==> src/rtl/hps_pkg.sv <==
package hps_pkg;

  typedef enum logic [1:0] {
    PS_IDLE = 2'd0,
    PS_EVAL = 2'd1,
    PS_STEP = 2'd2
  } pos_state_e;

  typedef struct packed {
    logic valid;
    logic se;
    logic ec;
    logic nr;
  } pos_evt_t;

endpackage

==> src/rtl/hps_rate.sv <==
// Step interval in clock cycles from the 4-bit rate code: F is one unit, 0 is sixteen.
module hps_rate #(
  parameter int UNIT_CYC = 8000,
  parameter int EL_W     = 17
) (
  input  logic [3:0]      code,
  output logic [EL_W-1:0] interval
);
  logic [4:0] units;

  assign units    = 5'd16 - {1'b0, code};
  assign interval = EL_W'(units) * EL_W'(UNIT_CYC);
endmodule

==> src/rtl/hps_drive.sv <==
// Positioning engine for one drive: evaluates before every pulse, then times the interval.
module hps_drive
  import hps_pkg::*;
#(
  parameter int CYL_W       = 8,
  parameter int UNIT_CYC    = 8000,
  parameter int PULSE_W     = 16,
  parameter int RECAL_LIMIT = 77
) (
  input  logic             clk,
  input  logic             rst_n,
  input  logic             start,
  input  logic             start_recal,
  input  logic [CYL_W-1:0] start_cyl,
  input  logic [3:0]       start_rate,
  input  logic             ready,
  input  logic             trk0,
  input  logic             evt_clr,
  output logic             busy,
  output logic             step,
  output logic             dir,
  output logic [CYL_W-1:0] pcn,
  output pos_evt_t         evt
);
  localparam int EL_W  = $clog2(16 * UNIT_CYC + 1);
  localparam int CNT_W = $clog2(RECAL_LIMIT + 1);

  pos_state_e       st_q, st_d;
  logic [CYL_W-1:0] pcn_q, pcn_d, tgt_q, tgt_d;
  logic             recal_q, recal_d, dir_q, dir_d;
  logic [3:0]       rate_q, rate_d;
  logic [EL_W-1:0]  el_q, el_d, interval;
  logic [CNT_W-1:0] cnt_q, cnt_d;
  pos_evt_t         evt_q, evt_d;

  hps_rate #(.UNIT_CYC(UNIT_CYC), .EL_W(EL_W)) u_rate (
    .code     (rate_q),
    .interval (interval)
  );

  always_comb begin
    st_d    = st_q;
    pcn_d   = pcn_q;
    tgt_d   = tgt_q;
    recal_d = recal_q;
    dir_d   = dir_q;
    rate_d  = rate_q;
    el_d    = el_q;
    cnt_d   = cnt_q;
    evt_d   = evt_q;
    if (evt_q.valid && evt_clr) begin
      evt_d = '0;
    end
    unique case (st_q)
      PS_IDLE: begin
        if (start) begin
          st_d    = PS_EVAL;
          recal_d = start_recal;
          tgt_d   = start_cyl;
          rate_d  = start_rate;
          cnt_d   = '0;
          if (start_recal) begin
            pcn_d = '0;
            dir_d = 1'b1;
          end
        end
      end
      PS_EVAL: begin
        if (!ready) begin
          st_d  = PS_IDLE;
          evt_d = '{valid: 1'b1, se: 1'b1, ec: 1'b0, nr: 1'b1};
        end else if (recal_q && trk0) begin
          st_d  = PS_IDLE;
          evt_d = '{valid: 1'b1, se: 1'b1, ec: 1'b0, nr: 1'b0};
        end else if (recal_q && (cnt_q == CNT_W'(RECAL_LIMIT))) begin
          st_d  = PS_IDLE;
          evt_d = '{valid: 1'b1, se: 1'b1, ec: 1'b1, nr: 1'b0};
        end else if (!recal_q && (pcn_q == tgt_q)) begin
          st_d  = PS_IDLE;
          evt_d = '{valid: 1'b1, se: 1'b1, ec: 1'b0, nr: 1'b0};
        end else begin
          st_d  = PS_STEP;
          el_d  = '0;
          cnt_d = cnt_q + CNT_W'(1);
          if (!recal_q) begin
            dir_d = (tgt_q < pcn_q);
            pcn_d = (tgt_q < pcn_q) ? pcn_q - CYL_W'(1) : pcn_q + CYL_W'(1);
          end
        end
      end
      PS_STEP: begin
        if (!ready) begin
          st_d  = PS_IDLE;
          evt_d = '{valid: 1'b1, se: 1'b1, ec: 1'b0, nr: 1'b1};
        end else if (el_q == interval - EL_W'(2)) begin
          st_d = PS_EVAL;
        end else begin
          el_d = el_q + EL_W'(1);
        end
      end
      default: st_d = PS_IDLE;
    endcase
  end

  always_ff @(posedge clk or negedge rst_n) begin
    if (!rst_n) begin
      st_q    <= PS_IDLE;
      pcn_q   <= '0;
      tgt_q   <= '0;
      recal_q <= 1'b0;
      dir_q   <= 1'b0;
      rate_q  <= '0;
      el_q    <= '0;
      cnt_q   <= '0;
      evt_q   <= '0;
    end else begin
      st_q    <= st_d;
      pcn_q   <= pcn_d;
      tgt_q   <= tgt_d;
      recal_q <= recal_d;
      dir_q   <= dir_d;
      rate_q  <= rate_d;
      el_q    <= el_d;
      cnt_q   <= cnt_d;
      evt_q   <= evt_d;
    end
  end

  assign busy = (st_q != PS_IDLE);
  assign step = (st_q == PS_STEP) && (el_q < EL_W'(PULSE_W));
  assign dir  = dir_q;
  assign pcn  = pcn_q;
  assign evt  = evt_q;
endmodule

==> src/rtl/head_pos_seq.sv <==
// Top: reset release synchronizer, command decode, one engine per drive.
module head_pos_seq
  import hps_pkg::*;
#(
  parameter int  NUM_DRIVES  = 4,
  parameter int  CYL_W       = 8,
  parameter int  UNIT_CYC    = 8000,
  parameter int  PULSE_W     = 16,
  parameter int  RECAL_LIMIT = 77,
  localparam int SEL_W       = $clog2(NUM_DRIVES)
) (
  input  logic                        clk,
  input  logic                        rst_n,
  input  logic                        cmd_valid,
  input  logic [SEL_W-1:0]            cmd_drive,
  input  logic                        cmd_recal,
  input  logic [CYL_W-1:0]            cmd_cyl,
  input  logic [3:0]                  step_rate,
  output logic                        cmd_ack,
  input  logic [NUM_DRIVES-1:0]       drv_ready,
  input  logic [NUM_DRIVES-1:0]       drv_trk0,
  output logic [NUM_DRIVES-1:0]       step_out,
  output logic [NUM_DRIVES-1:0]       dir_out,
  output logic [NUM_DRIVES*CYL_W-1:0] pcn_flat,
  output logic [NUM_DRIVES-1:0]       busy,
  output logic [NUM_DRIVES-1:0]       evt_valid,
  output logic [NUM_DRIVES-1:0]       evt_se,
  output logic [NUM_DRIVES-1:0]       evt_ec,
  output logic [NUM_DRIVES-1:0]       evt_nr,
  input  logic [NUM_DRIVES-1:0]       evt_clear
);
  logic                  rst_s1_q, rst_s2_q, rst_int_n;
  logic [NUM_DRIVES-1:0] start;

  always_ff @(posedge clk or negedge rst_n) begin
    if (!rst_n) begin
      rst_s1_q <= 1'b0;
      rst_s2_q <= 1'b0;
    end else begin
      rst_s1_q <= 1'b1;
      rst_s2_q <= rst_s1_q;
    end
  end
  assign rst_int_n = rst_s2_q;

  assign cmd_ack = cmd_valid && !busy[cmd_drive] && !evt_valid[cmd_drive];

  for (genvar d = 0; d < NUM_DRIVES; d++) begin : g_drv
    pos_evt_t evt;

    assign start[d] = cmd_ack && (cmd_drive == SEL_W'(d));

    hps_drive #(
      .CYL_W       (CYL_W),
      .UNIT_CYC    (UNIT_CYC),
      .PULSE_W     (PULSE_W),
      .RECAL_LIMIT (RECAL_LIMIT)
    ) u_drv (
      .clk         (clk),
      .rst_n       (rst_int_n),
      .start       (start[d]),
      .start_recal (cmd_recal),
      .start_cyl   (cmd_cyl),
      .start_rate  (step_rate),
      .ready       (drv_ready[d]),
      .trk0        (drv_trk0[d]),
      .evt_clr     (evt_clear[d]),
      .busy        (busy[d]),
      .step        (step_out[d]),
      .dir         (dir_out[d]),
      .pcn         (pcn_flat[d*CYL_W +: CYL_W]),
      .evt         (evt)
    );

    assign evt_valid[d] = evt.valid;
    assign evt_se[d]    = evt.se;
    assign evt_ec[d]    = evt.ec;
    assign evt_nr[d]    = evt.nr;
  end
endmodule

==> config.mk <==
export PLATFORM = sky130hd
export DESIGN_NAME = head_pos_seq
export DESIGN_NICKNAME = d
export VERILOG_FILES = /design/src/rtl/hps_pkg.sv /design/src/rtl/hps_rate.sv /design/src/rtl/hps_drive.sv /design/src/rtl/head_pos_seq.sv
export SDC_FILE = /design/constraint.sdc
export NUM_CORES = 1
export LEC_CHECK = 0
export CORE_ASPECT_RATIO = 1.5
export CORE_UTILIZATION = 67
export CTS_CLUSTER_DIAMETER = 50
export DETAILED_ROUTE_END_ITERATION = 12
export GPL_TIMING_DRIVEN = 1
export PLACE_DENSITY_LB_ADDON = 0.3
export SYNTH_ARGS = -nofsm -noshare
export SYNTH_HDL_FRONTEND = slang
export SYNTH_SLANG_ARGS = --single-unit
==> constraint.sdc <==
create_clock -name clk -period 17 [get_ports clk]
set_clock_uncertainty 0.05 [all_clocks]
set_input_delay 3.4 -clock clk [delete_from_list [all_inputs] [get_ports clk]]
set_output_delay 3.4 -clock clk [all_outputs]
set_load 0.02 [all_outputs]
==> results of run 1 <==
==> area by class of cell <==
cell class	count	area [um2]	area share, %
multi-input combinational	1433	10700	56.7
timing repair buffer	104	1020	5.38
clock buffer	33	717	3.79
inverter	159	597	3.15
antenna	2	5.00	0.0264
tap	324	405	2.14
clock inverter	14	201	1.06
sequential	210	5260	27.8
==> cells by family after synthesis <==
logic type | Yosys count | share of synthesized area [%]
multiplexers | 72 | 4.75
XOR/XNOR | 136 | 7.29
buffers and inverters | 240 | 5.69
AO/OA/AOI/OAI | 377 | 14.9
flip-flops | 210 | 31.0
other | 2 | 0.0443
AND/OR/NAND/NOR | 636 | 19.1
adder cells (fa/ha/maj) | 209 | 17.2
==> stage by stage <==
| step | setup slack [ns] | hold slack (ns) |
|---|---|---|
| after floorplan | 8.68 | 0.281 |
| after global placement | 7.96 | 0.287 |
| after detailed placement | 7.94 | 0.297 |
| after CTS | 7.90 | 0.310 |
| after global routing | 7.79 | 0.331 |
| final | 7.86 | 0.307 |
==> how the worst max path moves through the flow <==
stage / cells past startpoint / endpoint / slack (ns)
2_1_floorplan: 4 / cmd_ack / 8.68
3_3_place_gp: 5 / cmd_ack / 7.96
3_5_place_dp: 5 / cmd_ack / 7.94
4_1_cts: 5 / cmd_ack / 7.90
5_1_grt: 5 / cmd_ack / 7.79
6_report: 5 / cmd_ack / 7.86
==> cells in the mapped netlist (all sizes together), types with 5 or more instances <==
cell type and count:
o211ai 16, nand4b 5, o311ai 5, nor4 30
nor4b 12, nand2b 26, ha 169, and2 6
o31ai 8, buf 24, clkbuf 57, o22ai 12
dfrtp 210, or3 10, mux2 58, nand3b 9
o2111ai 6, nand4 34, nor2 128, o21bai 10
nor2b 20, nor3 28, a22o 8, xnor2 77
or4 7, o21a 19, fa 40, o21ai 84
nor3b 13, xor2 57, a41o 13, a31oi 20
and3 24, mux2i 13, nand2 172, a21o 29
or2 7, a21oi 84, a211oi 15, nand3 85
and4 10, inv 159, a41oi 5
==> placed cells by master (no fill, tap or decap), types with 28 or more instances in the layout <==
| master | netlist | layout |
|---|---|---|
| ha_1 | 169 | 169 |
| xnor2_1 | 76 | 76 |
| nand2_1 | 172 | 172 |
| nor2_1 | 128 | 128 |
| xor2_1 | 56 | 56 |
| mux2_2 | 58 | 58 |
| nand3_1 | 85 | 85 |
| inv_1 | 159 | 159 |
| a21oi_1 | 83 | 83 |
| nor3_1 | 28 | 28 |
| clkdlybuf4s50_1 | 0 | 90 |
| fa_1 | 40 | 40 |
| o21ai_0 | 83 | 83 |
| nor4_1 | 29 | 29 |
| nand4_1 | 34 | 34 |
| dfrtp_1 | 210 | 209 |
| a21o_1 | 29 | 29 |
==> flip-flops by register name (all words and copies together), names as in the netlist, 4 cells and up <==
name and cells:
g_drv.u_drv.el_q 68, g_drv.u_drv.pcn 32, g_drv.u_drv.tgt_q 32, g_drv.u_drv.cnt_q 28
g_drv.u_drv.evt 16, g_drv.u_drv.rate_q 16, g_drv.u_drv.st_q 8, g_drv.u_drv.dir 4
g_drv.u_drv.recal_q 4
==> worst max-delay path, cell delays in order <==
cell             delay, ns
clkdlybuf4s50_1       0.60
mux4_2                0.55
nand2b_1              0.18
a211oi_1              0.29
clkdlybuf4s50_1       0.67
==> layer usage <==
metal	wire, um	vias up
met3	1980	129
met5	9	-
met2	20800	407
met1	16400	6952
met4	1590	2
li1	-	6771
==> impl_metrics.py, run 1 <==
metrics = {
    "run_status": {
        "status": "completed",
    },
    "critical_path": {
        "required_ns": 13.55,
        "startpoint": "cmd_drive[0]",
        "arrival_ns": 5.69,
        "critPathKind": "primary input to primary output",
        "reg2reg_depth": 19,
        "worst_setup_path_start_kind": "primary input",
        "reg2reg_to": "g_drv[0].u_drv.el_q[1]",
        "cp-end-kind": "primary output",
        "r2r_setup_slack_ns": 10.62,
        "regToRegStartpoint": "g_drv[0].u_drv.rate_q[0]",
        "path_max_fanout": 7,
    },
    "worst_hold_path": {
        "hold_path.class": "register to register",
        "holdPathEnd": "rst_int_n",
        "whs_path_depth": 0,
        "worstHoldStart": "rst_s1_q",
    },
    "timing": {
        "max_freq_mhz": 109,
        "fin_crit_sh_pct": 53.7,
        "slew_violations": 0,
        "fin_crit_ns": 9.14,
        "finalSetupViolCount": 0,
        "relSlewSlack_pct": 28.6,
        "worst_pin_slew_ns": 1.07,
        "rsz0062_at_grt": "no",
        "hold_viol": 0,
        "fin_tns_setup_ns": 0,
    },
    "placed_design": {
        "finalWeightedCongestion": 0.906,
        "placed_cell_area_mm2": 0.0180,
        "numPortBuffers": 90,
        "dp_hpwl_mm": 29.6,
        "dpl.cell_count": 2230,
    },
    "final_layout": {
        "fill_cells": 1637,
        "area_delta_synth_final_pct": 11.7,
        "finalInstanceArea_mm2": 0.0189,
        "finish.utilization_pct": 76.9,
        "drive_above_1_share_pct": 7.22,
        "nets": 2173,
        "final_cell_count_no_fill": 2279,
    },
    "cts": {
        "cts.htree.levels": 1,
        "root_buffer": "clkbuf_16",
        "worstSkewPairLatency_ns": 0.56,
        "cts_buffers": 26,
        "cts.repair.resized": 0,
        "tritoncts": "built",
        "post_cts_buffers": 0,
        "clk_path_buf_depth": 3,
        "path_clk_slew_ns": 0.06,
        "clock_sink_count": 210,
        "cts_hold_buf": 0,
    },
    "routing": {
        "viasPerCell": 6.26,
        "first_iter_violations": 967,
        "num_vias": 14261,
        "drc": 0,
        "wl_per_cell_um": 17.9,
        "ant_nets": 0,
        "wl_mm": 40.8,
        "dr.pass1.iters": 5,
    },
    "yosys": {
        "ys_warn_count": 0,
        "seq_area_frac_synth_pct": 31.0,
        "synth_top_area_cell": "dfrtp_1",
        "ys_seq_elements": 210,
        "async_flop_share_pct": 100,
        "synth_cells": 1882,
        "synth_area_leaders": "dfrtp_1 (31%), ha_1 (12%), fa_1 (4.7%)",
        "syn_avg_cell_area_um2": 9.01,
        "yosys.area.top_type_share_pct": 31.0,
        "synth-main-ff-cell": "dfrtp_1",
        "synth.distinct_cells": 88,
        "synth_area_mm2": 0.0170,
        "synth_edf_count": 0,
    },
    "global_route": {
        "antenna_found_initial": 3,
        "overflow": 0,
        "met1_usage_pct": 38.2,
        "grt_pass1_vias": 14406,
        "grt_usage_pct": 32.1,
        "grt_pass1_wl_mm": 69.0,
        "grt_util_met2_pct": 57.7,
        "grt_util_met3_pct": 4.66,
        "busiest_layer": "met2",
        "grt_max_degree": 152,
    },
    "die": {
        "coreArea_mm2": 0.0246,
        "die_y_um": 197,
        "die_w_um": 132,
        "io-pin-count": 91,
        "start_util_pct": 68.9,
        "std_cell_rows": 70,
        "die-area_mm2": 0.0260,
    },
    "run": {
        "maxCapViolCount": 0,
    },
}
Power of run 1 is not shown: default switching activity piles up to over one toggle a cycle in this logic, so the estimate is an artifact.
==> run 2: changes to the inputs <==
--- a/config.mk
+++ b/config.mk
@@ -6,7 +6,7 @@
 export NUM_CORES = 1
 export LEC_CHECK = 0
 export CORE_ASPECT_RATIO = 1.5
-export CORE_UTILIZATION = 67
+export CORE_UTILIZATION = 62
 export CTS_CLUSTER_DIAMETER = 50
 export DETAILED_ROUTE_END_ITERATION = 12
 export GPL_TIMING_DRIVEN = 1
==> constraint.sdc (replaced) <==
create_clock -name clk -period 8.8 [get_ports clk]
set_clock_uncertainty 0.05 [all_clocks]
set_input_delay 1.76 -clock clk [delete_from_list [all_inputs] [get_ports clk]]
set_output_delay 1.76 -clock clk [all_outputs]
set_load 0.02 [all_outputs]
==> run 2 against run 1 <==
Compared with the run above:
- non-clock buffer count decreased by 3
- count of clock-buffer cells in the layout is 2 lower
- worst hold slack lost 0.10 ns
- die area grew 8.0%
- final cell count is essentially flat
- first-iteration DRC count decreased by 6.3%
- wire length is 2.5% lower
- core utilization is 6.8 points lower
- sequential share of layout area up 0.34 points
- global-route usage down 2.6 points
- critical path type is now register to register
==> impl_metrics.py, run 2 (synthesis gave the netlist of run 1 again) <==
metrics = {
    "global_route": {
        "grt_pass1_vias": 14349,
        "antenna_found_initial": 1,
        "grt_usage_pct": 29.5,
        "overflow": 0,
        "grt_pass1_wl_mm": 67.4,
        "grt_max_degree": 182,
    },
    "critical_path": {
        "worst_setup_path_start_kind": "register",
        "arrival_ns": 6.67,
        "cp_common_cell": "ha_1",
        "required_ns": 9.15,
        "cp-end-kind": "register",
        "worstSetupPathDepth": 18,
        "reg2reg_to": "g_drv[0].u_drv.st_q[1]",
        "slowest_stage": "dfrtp_1",
        "path_delay_family": "adder cells",
        "critPathMaxStageDelay_ns": 0.72,
        "regToRegStartpoint": "g_drv[0].u_drv.rate_q[0]",
        "r2r_setup_slack_ns": 2.48,
        "cp_num_buf_inv": 1,
        "path_cells": "inv_1 -> ha_1 -> nor2b_1 -> nor2_1 -> a21oi_1 -> a211oi_1 -> ha_1 -> fa_1 -> fa_1 -> ha_1 -> nor2_1 -> a21o_1 -> xnor3_1 -> xor2_1 -> or4_1 -> a21oi_2 -> o21ai_0 -> mux2_2",
        "path_max_fanout": 19,
        "reg2reg_depth": 18,
        "critPathKind": "register to register",
    },
    "routing": {
        "ant_nets": 0,
        "wl_per_cell_um": 17.5,
        "first_iter_violations": 906,
        "wl_mm": 39.8,
        "viasPerCell": 6.17,
        "drc": 0,
        "dr.pass1.iters": 6,
        "num_vias": 14048,
    },
    "final_layout": {
        "nets": 2166,
        "finish.utilization_pct": 70.1,
        "layout_common_cells": "dfrtp_1 (209), nand2_1 (172), ha_1 (169)",
        "largest_register": "g_drv.u_drv.el_q",
        "antenna_cells": 0,
        "drive_above_1_share_pct": 6.49,
        "regArea_mm2": 0.00526,
        "multi_input_area_mm2": 0.0107,
        "area_delta_synth_final_pct": 10.4,
        "largest_reg_flops": 68,
        "fill_cells": 2038,
        "final_common_cell": "dfrtp_1",
    },
    "placed_design": {
        "dp_hpwl_mm": 29.4,
        "numPortBuffers": 90,
        "finalWeightedCongestion": 0.907,
    },
    "cts": {
        "tritoncts": "built",
        "cts_buffers": 22,
        "cts.htree.levels": 1,
        "clock_sink_count": 210,
        "cts.repair.resized": 0,
        "clk_path_buf_depth": 3,
        "post_cts_buffers": 0,
        "cts_hold_buf": 0,
        "root_buffer": "clkbuf_16",
        "worstSkewPairLatency_ns": 0.51,
        "path_clk_slew_ns": 0.06,
    },
    "timing": {
        "hold_viol": 0,
        "fin_tns_setup_ns": 0,
        "fin_crit_sh_pct": 71.8,
        "relSlewSlack_pct": 29.9,
        "fin_crit_ns": 6.32,
        "rsz0062_at_grt": "no",
        "finalSetupViolCount": 0,
        "max_freq_mhz": 158,
        "worst_pin_slew_ns": 1.05,
        "slew_violations": 0,
    },
    "die": {
        "start_util_pct": 63.6,
        "die_y_um": 205,
        "std_cell_rows": 73,
        "io-pin-count": 91,
        "die_w_um": 137,
        "die-area_mm2": 0.0280,
        "coreArea_mm2": 0.0267,
    },
    "run_status": {
        "status": "completed",
    },
    "run": {
        "maxCapViolCount": 0,
    },
    "worst_hold_path": {
        "hold_path.class": "register to asynchronous set/reset pin",
    },
}
run 2: changes by cell type in the layout (fill, tap and decap cells not counted), sizes merged:
cell    previous run  this run
diode              2         0
clkbuf            33        31
inv              162       160
buf               14        11
clkinv             7         3
bufinv             3         1
run 2: per-layer routing:
| layer | vias up | part of all wire [%] | routed length [um] | GRT usage, % |
|---|---|---|---|---|
| met5 | - | 0.033 | 13 | 0 |
| met4 | 2 | 3.2 | 1260 | 10.8 |
| met3 | 89 | 4.1 | 1620 | 3.27 |
| met2 | 347 | 52 | 20800 | 53.7 |
| met1 | 6872 | 40 | 16100 | 35.3 |
| li1 | 6738 | - | - | - |
run 2: worst max-delay path by stage:
stage	startpoint	end	slack, ns
floorplan	rst_int_n	g_drv[0].u_drv.cnt_q[0]	2.46
global placement	g_drv[0].u_drv.rate_q[0]	g_drv[0].u_drv.el_q[1]	2.73
global route	g_drv[0].u_drv.rate_q[0]	g_drv[0].u_drv.st_q[1]	2.02
CTS	g_drv[0].u_drv.rate_q[0]	g_drv[0].u_drv.el_q[1]	2.51
finish	g_drv[0].u_drv.rate_q[0]	g_drv[0].u_drv.st_q[1]	2.48
detailed placement	g_drv[0].u_drv.rate_q[0]	g_drv[0].u_drv.el_q[1]	2.54
run 2: area by class of cell:
class,count,share of cell area [%]
multi-input cells,1433,57.4
flip-flops and latches,210,28.1
repair buffers,101,5.32
clock buffers,31,3.34
inverters,159,3.19
well taps,337,2.25
clock inverters,6,0.401
run 2: stage by stage:
stage | worst slack [ns] | instances | hold slack [ns] | area, um2
2_1_floorplan | 2.46 | 1883 | 0.281 | 17000
3_3_place_gp | 2.73 | 2240 | 0.211 | 18000
3_5_place_dp | 2.54 | 2240 | 0.215 | 18000
4_1_cts | 2.51 | 2277 | 0.220 | 18700
5_1_grt | 2.02 | 2277 | 0.242 | 18700
6_report | 2.48 | 2277 | 0.205 | 18700
run 2: worst register-to-register path, cell delays in order (launching register included):
cell and delay, ns:
dfrtp_1 0.72, inv_1 0.17, ha_1 0.33, nor2b_1 0.19, nor2_1 0.11, a21oi_1 0.05, a211oi_1 0.29, ha_1 0.38
fa_1 0.57, fa_1 0.42, ha_1 0.35, nor2_1 0.23, a21o_1 0.17, xnor3_1 0.24, xor2_1 0.16, or4_1 0.54
a21oi_2 0.64, o21ai_0 0.26, mux2_2 0.33
Power of run 2 is left out for the same reason.
